### config.mk
export PLATFORM = sky130hd
export DESIGN_NAME = layer_compositor
export DESIGN_NICKNAME = d
export VERILOG_FILES = /design/src/rtl/comp_pkg.sv /design/src/rtl/comp_backdrop_gen.sv /design/src/rtl/comp_layer_sel.sv /design/src/rtl/comp_out_stage.sv /design/src/rtl/layer_compositor.sv
export SDC_FILE = /design/constraint.sdc
export NUM_CORES = 1
export LEC_CHECK = 0
export ABC_AREA = 0
export BUFFER_PORTS_ARGS = -buffer_cell sky130_fd_sc_hd__buf_4
export CORE_UTILIZATION = 25
export DETAILED_ROUTE_END_ITERATION = 12
export PLACE_DENSITY = 0.59
export SLEW_MARGIN = 10
export SYNTH_ARGS = -nofsm -noshare
export SYNTH_HDL_FRONTEND = slang
export SYNTH_HIERARCHICAL = 1
export SYNTH_SLANG_ARGS = --single-unit
export TNS_END_PERCENT = 1
### constraint.sdc
create_clock -name clk -period 0.8 [get_ports clk]
set_input_delay 0.04 -clock clk [delete_from_list [all_inputs] [get_ports clk]]
set_output_delay 0.04 -clock clk [all_outputs]
set_load 0.05 [all_outputs]
### src/rtl/comp_pkg.sv
package comp_pkg;

  // Bundle of base-layer state used to derive the backdrop indicator.
  typedef struct packed {
    logic is_bd;
    logic hbl;
    logic vbl;
    logic disp_on;
  } base_state_t;

  // Backdrop is active for the backdrop colour, either blanking, or display off.
  function automatic logic backdrop_active(base_state_t s);
    return s.is_bd | s.hbl | s.vbl | ~s.disp_on;
  endfunction

  // Overlay decision: only opaque pixels compete; priority or backdrop lets them in.
  function automatic logic overlay_wins(logic opaque, logic prio, logic bd);
    return opaque & (prio | bd);
  endfunction

endpackage

### src/rtl/comp_backdrop_gen.sv
module comp_backdrop_gen
  import comp_pkg::*;
(
  input  logic is_bd,
  input  logic hbl,
  input  logic vbl,
  input  logic disp_on,
  output logic bd_now
);
  base_state_t st;

  always_comb begin
    st.is_bd   = is_bd;
    st.hbl     = hbl;
    st.vbl     = vbl;
    st.disp_on = disp_on;
    bd_now     = backdrop_active(st);
  end
endmodule

### src/rtl/comp_layer_sel.sv
module comp_layer_sel
  import comp_pkg::*;
#(
  parameter int CH_W = 3,
  parameter int NCH  = 3,
  localparam int PIX_W = CH_W * NCH
) (
  input  logic [PIX_W-1:0] base_pix,
  input  logic [PIX_W-1:0] ovl_pix,
  input  logic             ovl_prio,
  input  logic             bd_now,
  output logic             opaque,
  output logic             sel_ovl,
  output logic [PIX_W-1:0] mix_pix
);
  always_comb begin
    opaque  = |ovl_pix;
    sel_ovl = overlay_wins(opaque, ovl_prio, bd_now);
  end

  // One mux per colour channel.
  for (genvar c = 0; c < NCH; c++) begin : g_ch
    assign mix_pix[c*CH_W +: CH_W] = sel_ovl ? ovl_pix[c*CH_W +: CH_W]
                                             : base_pix[c*CH_W +: CH_W];
  end
endmodule

### src/rtl/comp_out_stage.sv
module comp_out_stage #(
  parameter int PIX_W = 9
) (
  input  logic             clk,
  input  logic             rst_n,
  input  logic [PIX_W-1:0] mix_pix,
  input  logic             bd_now,
  input  logic             sel_ovl,
  output logic [PIX_W-1:0] out_pix,
  output logic             bd_n,
  output logic             out_ovl_sel
);
  always_ff @(posedge clk or negedge rst_n) begin
    if (!rst_n) begin
      out_pix     <= '0;
      bd_n        <= 1'b1;
      out_ovl_sel <= 1'b0;
    end else begin
      out_pix     <= mix_pix;
      bd_n        <= ~bd_now;
      out_ovl_sel <= sel_ovl;
    end
  end
endmodule

### src/rtl/layer_compositor.sv
module layer_compositor #(
  parameter int CH_W = 3,
  parameter int NCH  = 3,
  localparam int PIX_W = CH_W * NCH
) (
  input  logic             clk,
  input  logic             rst_n,
  input  logic [PIX_W-1:0] base_pix,
  input  logic             base_is_bd,
  input  logic             hblank,
  input  logic             vblank,
  input  logic             disp_en,
  input  logic [PIX_W-1:0] ovl_pix,
  input  logic             ovl_prio,
  output logic [PIX_W-1:0] out_pix,
  output logic             bd_n,
  output logic             out_ovl_sel
);
  // Named internal events, visible to the checker.
  logic             bd_now;
  logic             ovl_opaque;
  logic             sel_now;
  logic [PIX_W-1:0] mix_pix;

  comp_backdrop_gen i_bdgen (
    .is_bd   (base_is_bd),
    .hbl     (hblank),
    .vbl     (vblank),
    .disp_on (disp_en),
    .bd_now  (bd_now)
  );

  comp_layer_sel #(.CH_W(CH_W), .NCH(NCH)) i_sel (
    .base_pix (base_pix),
    .ovl_pix  (ovl_pix),
    .ovl_prio (ovl_prio),
    .bd_now   (bd_now),
    .opaque   (ovl_opaque),
    .sel_ovl  (sel_now),
    .mix_pix  (mix_pix)
  );

  comp_out_stage #(.PIX_W(PIX_W)) i_out (
    .clk         (clk),
    .rst_n       (rst_n),
    .mix_pix     (mix_pix),
    .bd_now      (bd_now),
    .sel_ovl     (sel_now),
    .out_pix     (out_pix),
    .bd_n        (bd_n),
    .out_ovl_sel (out_ovl_sel)
  );
endmodule

==> reports/metrics.yaml, run 1 <==
synth:
  synthesis.nets: 53
  syn_area_um2: 438
  yosysWarnings: 6
  avgSynthCellArea_um2: 15.6
  syn_inst: 28
floorplan:
  coreArea_mm2: 0.00158
  die_x_um: 43.9
  dieArea_mm2: 0.00192
  dieHeight_um: 43.9
  ios: 36
  rows: 14
  initial_utilization: 0.278
sta:
  fin_crit_ns: 1.30
  rsz0062_at_grt: "yes"
  drv_slew: 0
  finalHoldViolCount: 1
  hold_slack_ns: -0.0157
  slew_headroom: 0.833
  worst_pin_slew_ns: 0.249
  max_freq_ghz: 0.771
  setup_ws_ns: -0.497
  setup_viol: 21
  finalCritPeriodShare: 1.62
finish:
  areaGrowthSynthToFinish_pct: 118
  final_cells: 96
  nets: 106
  final_util: 0.605
  layout-drive-gt1-share: 0.663
  antenna_cells: 0
power:
  powerDensity_mw_per_mm2: 1430
  leakage_uw: 0.000478
  power_uw: 1370
  irDropWorstVdd_mv: 0.635
cts:
  root_buffer: "clkbuf_4"
  htree_levels: 1
  clk_pin_slew_worst_paths_ns: 0.07
  tritoncts: "yes"
  cts_buffers: 3
  cts_max_path_buffers: 2
  cts_num_sinks: 11
worst_setup_path:
  crit_arrival_ns: 1.45
  critPathRequiredTime_ns: 0.95
  worstPathMaxFanout: 4
  crit_path_start_kind: "input port"
  path_class: "input port to flip-flop"
  end_kind: "flip-flop"
placement:
  dp_cells: 81
  routabilityCongestion: 0.717
  hpwl_um: 910
  portBuffers: 35
global_routing:
  antenna_found_initial: 0
  grt_pass1_vias: 417
  grt_overflow: 0
  grt_pass1_wl_mm: 1.87
  track_usage: 0.139
  grt_max_degree: 12
worst_hold_path:
  hold_class: "input port to flip-flop"
run_status:
  status: "complete, but fails checks"
  failed_checks: "DRC, hold timing, setup timing"
routing:
  drtPass1Iterations: 9
  wirelength_mm: 1.23
  viasPerCell: 4.43
  ant_nets: 0
  vias: 425
  drc: 1
  wl_per_cell_um: 12.8
  dr.first_iter.drc_count: 13
flow_run:
  maxCapViolations: 0
[layout by cell type (no fill, tap or decap)]
cell / count
buf_8: 1
or2_4: 1
or4b_4: 1
buf_4: 25
a22o_1: 5
inv_1: 2
dfstp_2: 1
dlygate4sd3_1: 8
clkbuf_1: 1
or3_1: 1
buf_6: 15
mux2_4: 4
or4_4: 1
clkbuf_4: 3
o41ai_4: 1
dfrtp_1: 10
[state kept, by name (all words and copies together) (netlist names)]
signal,count
i_out/out_ovl_sel,1
i_out/bd_n,1
i_out/out_pix,9
[stage by stage]
| stage | worst slack [ns] | TNS, ns | cell area (µm²) |
|---|---|---|---|
| after floorplan | -0.737 | -6.16 | 469 |
| after detailed placement | -0.850 | -7.97 | 761 |
| after global placement | -0.838 | -7.85 | 761 |
| after global routing | -0.512 | -5.07 | 953 |
| final | -0.497 | -4.58 | 953 |
| after CTS | -0.529 | -4.99 | 936 |
[per-layer routing]
layer	vias up	part of all wire	global-route usage
met2	18	0.51	0.206
met1	201	0.42	0.184
met5	-	0	0
li1	206	-	-
met4	0	0	0.0545
met3	0	0.068	0.0542
[power by group]
group | switching, µW | leakage (µW) | internal, µW
sequential | 14.2 | 0.000124 | 587
combinational | 180 | 0.000338 | 209
clock | 185 | 0.0000150 | 193
[layout make-up]
type	instances	area [µm²]
fill	133	623
timing repair buffer	49	452
inverter	2	7.51
sequential	11	277
clock buffer	4	26.3
tap	16	20.0
multi-input combinational	14	171
[worst max-delay path: stages]
cell and delay, ns:
buf_6 0.09, or4b_4 0.53, or2_4 0.26, o41ai_4 0.05
buf_4 0.19, mux2_4 0.29
[worst paths after layout]
path	start	to	slack (ns)	cells after the start
max in group asynchronous	rst_n	i_out/bd_n	0.44	2
hold / removal	vblank	i_out/bd_n	-0.02	3
setup / recovery	vblank	i_out/out_pix[7]	-0.50	6
min in group asynchronous	rst_n	i_out/out_pix[7]	0.14	2
[repair_timing]
item,in CTS,in global routing
pin swaps,2,3
hold buffers,7,1
setup buffers,3,0
endpoints found under the hold margin,17,2
resized for setup,15,2
endpoints found under the setup margin,21,21
Power figures use the tool's default switching activity.
==> inputs of run 2 (changes only) <==
--- a/config.mk
+++ b/config.mk
@@ -7,9 +7,10 @@
 export LEC_CHECK = 0
 export ABC_AREA = 0
 export BUFFER_PORTS_ARGS = -buffer_cell sky130_fd_sc_hd__buf_4
-export CORE_UTILIZATION = 25
+export CORE_UTILIZATION = 32
+export CTS_CLUSTER_DIAMETER = 30
 export DETAILED_ROUTE_END_ITERATION = 12
-export PLACE_DENSITY = 0.59
+export PLACE_DENSITY = 0.71
 export SLEW_MARGIN = 10
 export SYNTH_ARGS = -nofsm -noshare
 export SYNTH_HDL_FRONTEND = slang
==> constraint.sdc (replaced) <==
create_clock -name clk -period 0.8 [get_ports clk]
set_input_delay 0.04 -clock clk [delete_from_list [all_inputs] [get_ports clk]]
set_output_delay 0.04 -clock clk [all_outputs]
set_load 0.005 [all_outputs]
==> run 2 against run 1 <==
Compared with the run above: critical endpoint is now i_out/out_pix[4]; sequential share of layout area grew 1.1 points; total power shrank 9.0%; setup slack lost 0.0037 ns; first-iteration DRC count shrank 62%; sequential power is essentially flat; clock power shrank 2%; largest power group unchanged; the flow finishes with violations (hold timing, setup timing).
==> reports/metrics.yaml, run 2 (synthesized netlist as in run 1, its figures left out) <==
worst_setup_path:
  worst-path-stages: 6
  cp_cell_sequence: "buf_6 > or4b_4 > or2_4 > o41ai_4 > buf_6 > mux2_4"
  crit_end: "i_out/out_pix[4]"
  crit_slowest_cell: "or4b_4"
  path_class: "input port to flip-flop"
  worst-path-buf-inv: 2
  crit_path_max_incr_delay_ns: 0.52
  critPathLaunch: "vblank"
  worstPathMaxFanout: 7
  crit_arrival_ns: 1.45
  critPathRequiredTime_ns: 0.95
  path_common_cell: "buf_6"
  cp_top_family: "simple AND/OR/NAND/NOR gates"
  crit_path_start_kind: "input port"
  end_kind: "flip-flop"
routing:
  drtPass1Iterations: 2
  drc: 0
  wirelength_mm: 1.29
  vias: 429
  wl_per_cell_um: 14.2
  dr.first_iter.drc_count: 5
  ant_nets: 0
  viasPerCell: 4.71
sta:
  max_freq_ghz: 0.769
  slew_headroom: 0.838
  hold_slack_ns: -0.0232
  finalHoldViolCount: 1
  rsz0062_at_grt: "yes"
  setup_viol: 13
  fin_crit_ns: 1.30
  drv_slew: 0
  setup_ws_ns: -0.501
  finalCritPeriodShare: 1.63
  tns_ns: -4.24
  worst_pin_slew_ns: 0.243
power:
  combinationalPowerShare: 0.219
  p_sw_frac: 0.217
  powerDensity_mw_per_mm2: 1360
  switchingPower_uw: 270
  power_uw: 1250
  clock_power_share: 0.298
  seqPwrFrac: 0.483
  leakage_uw: 0.000461
  p_int_uw: 975
  irDropWorstVdd_mv: 0.891
finish:
  regMostFlops: "i_out/out_pix"
  areaGrowthSynthToFinish_pct: 110
  mostFrequentLayoutCell: "buf_4"
  antenna_cells: 0
  postLayoutCellArea_um2: 918
  final_cell_mix: "buf_4 (24), buf_6 (15), dfrtp_1 (10), dlygate4sd3_1 (7), a22o_1 (5)"
  nets: 103
  fillers: 72
  final_cells: 91
  layout-drive-gt1-share: 0.662
  reg.largest.list: "i_out/out_pix (9), i_out/bd_n (1), i_out/out_ovl_sel (1)"
  largest_reg_flops: 9
placement:
  detailed_place.area_um2: 758
  hpwl_um: 914
  routabilityCongestion: 0.729
  dp_cells: 79
  portBuffers: 35
floorplan:
  dieHeight_um: 39.0
  initial_utilization: 0.369
  rows: 12
  die_x_um: 39.0
  dieArea_mm2: 0.00152
  coreArea_mm2: 0.00119
  ios: 36
global_routing:
  grt_pass1_vias: 453
  grt_max_degree: 12
  grt_overflow: 0
  antenna_found_initial: 0
  grt_pass1_wl_mm: 1.86
  track_usage: 0.198
flow_run:
  maxCapViolations: 0
cts:
  htree_levels: 1
  cts_max_path_buffers: 2
  clk_pin_slew_worst_paths_ns: 0.07
  root_buffer: "clkbuf_4"
  cts_buffers: 3
  cts_num_sinks: 11
  tritoncts: "yes"
run_status:
  status: "complete, but fails checks"
  failed_checks: "hold timing, setup timing"
worst_hold_path:
  hold_class: "input port to flip-flop"
[run 2: cell types whose count changed in the layout (fill, tap and decap cells not counted), sizes merged]
cell,previous run,this run
buf,41,39
dlygate4sd3,8,7
[run 2: timing repair]
item / in CTS / in global routing
resized for setup: 12 / 3
pin swaps: 2 / 3
cloned: 0 / 0
hold endpoints to repair: 14 / 3
buffers inserted: 1 / 0
setup endpoints to repair: 19 / 21
hold buffers: 5 / 2
[run 2: worst min path at each step]
stage | cells past startpoint | to | slack [ns] | start
floorplan | 0 | i_out/out_ovl_sel | -0.26 | rst_n
global placement | 1 | i_out/out_pix[8] | -0.12 | rst_n
detailed placement | 1 | i_out/out_pix[8] | -0.12 | rst_n
CTS | 3 | i_out/bd_n | -0.01 | vblank
global route | 3 | i_out/bd_n | -0.03 | vblank
finish | 3 | i_out/bd_n | -0.02 | vblank
[run 2: metal layers]
| metal | up-vias | global-route usage | routed length [µm] |
|---|---|---|---|
| met2 | 26 | 0.379 | 721 |
| met1 | 200 | 0.175 | 476 |
| met5 | - | 0 | 0 |
| met3 | 0 | 0.0520 | 94 |
| met4 | 0 | 0.129 | 0 |
| li1 | 203 | - | - |
[run 2: worst min-delay path, stage by stage]
cell	delay, ns
buf_6	0.06
or4b_4	0.11
inv_1	0.03
[run 2: per-stage QoR]
stage	setup WS [ns]	util
5_1_grt	-0.501	0.774
3_3_place_gp	-0.834	0.639
2_1_floorplan	-0.737	-
4_1_cts	-0.528	0.748
6_report	-0.501	0.774
3_5_place_dp	-0.857	0.639
[run 2: cell type report]
type / count / area, µm² / area share
repair buffers: 46 / 419 / 0.456
multi-input cells: 14 / 171 / 0.187
well taps: 14 / 17.5 / 0.0191
clock buffers: 4 / 26.3 / 0.0286
flip-flops and latches: 11 / 277 / 0.301
inverters: 2 / 7.51 / 0.00817
[run 2: power by group through the flow]
| stage | clock (µW) | sequential [µW] | combinational, µW |
|---|---|---|---|
| final | 371 | 601 | 273 |
| after global routing | 415 | 604 | 289 |
| after CTS | 377 | 600 | 259 |
| after detailed placement | 0 | 606 | 220 |
| after global placement | 0 | 604 | 215 |
| after floorplan | 0 | 609 | 50.4 |
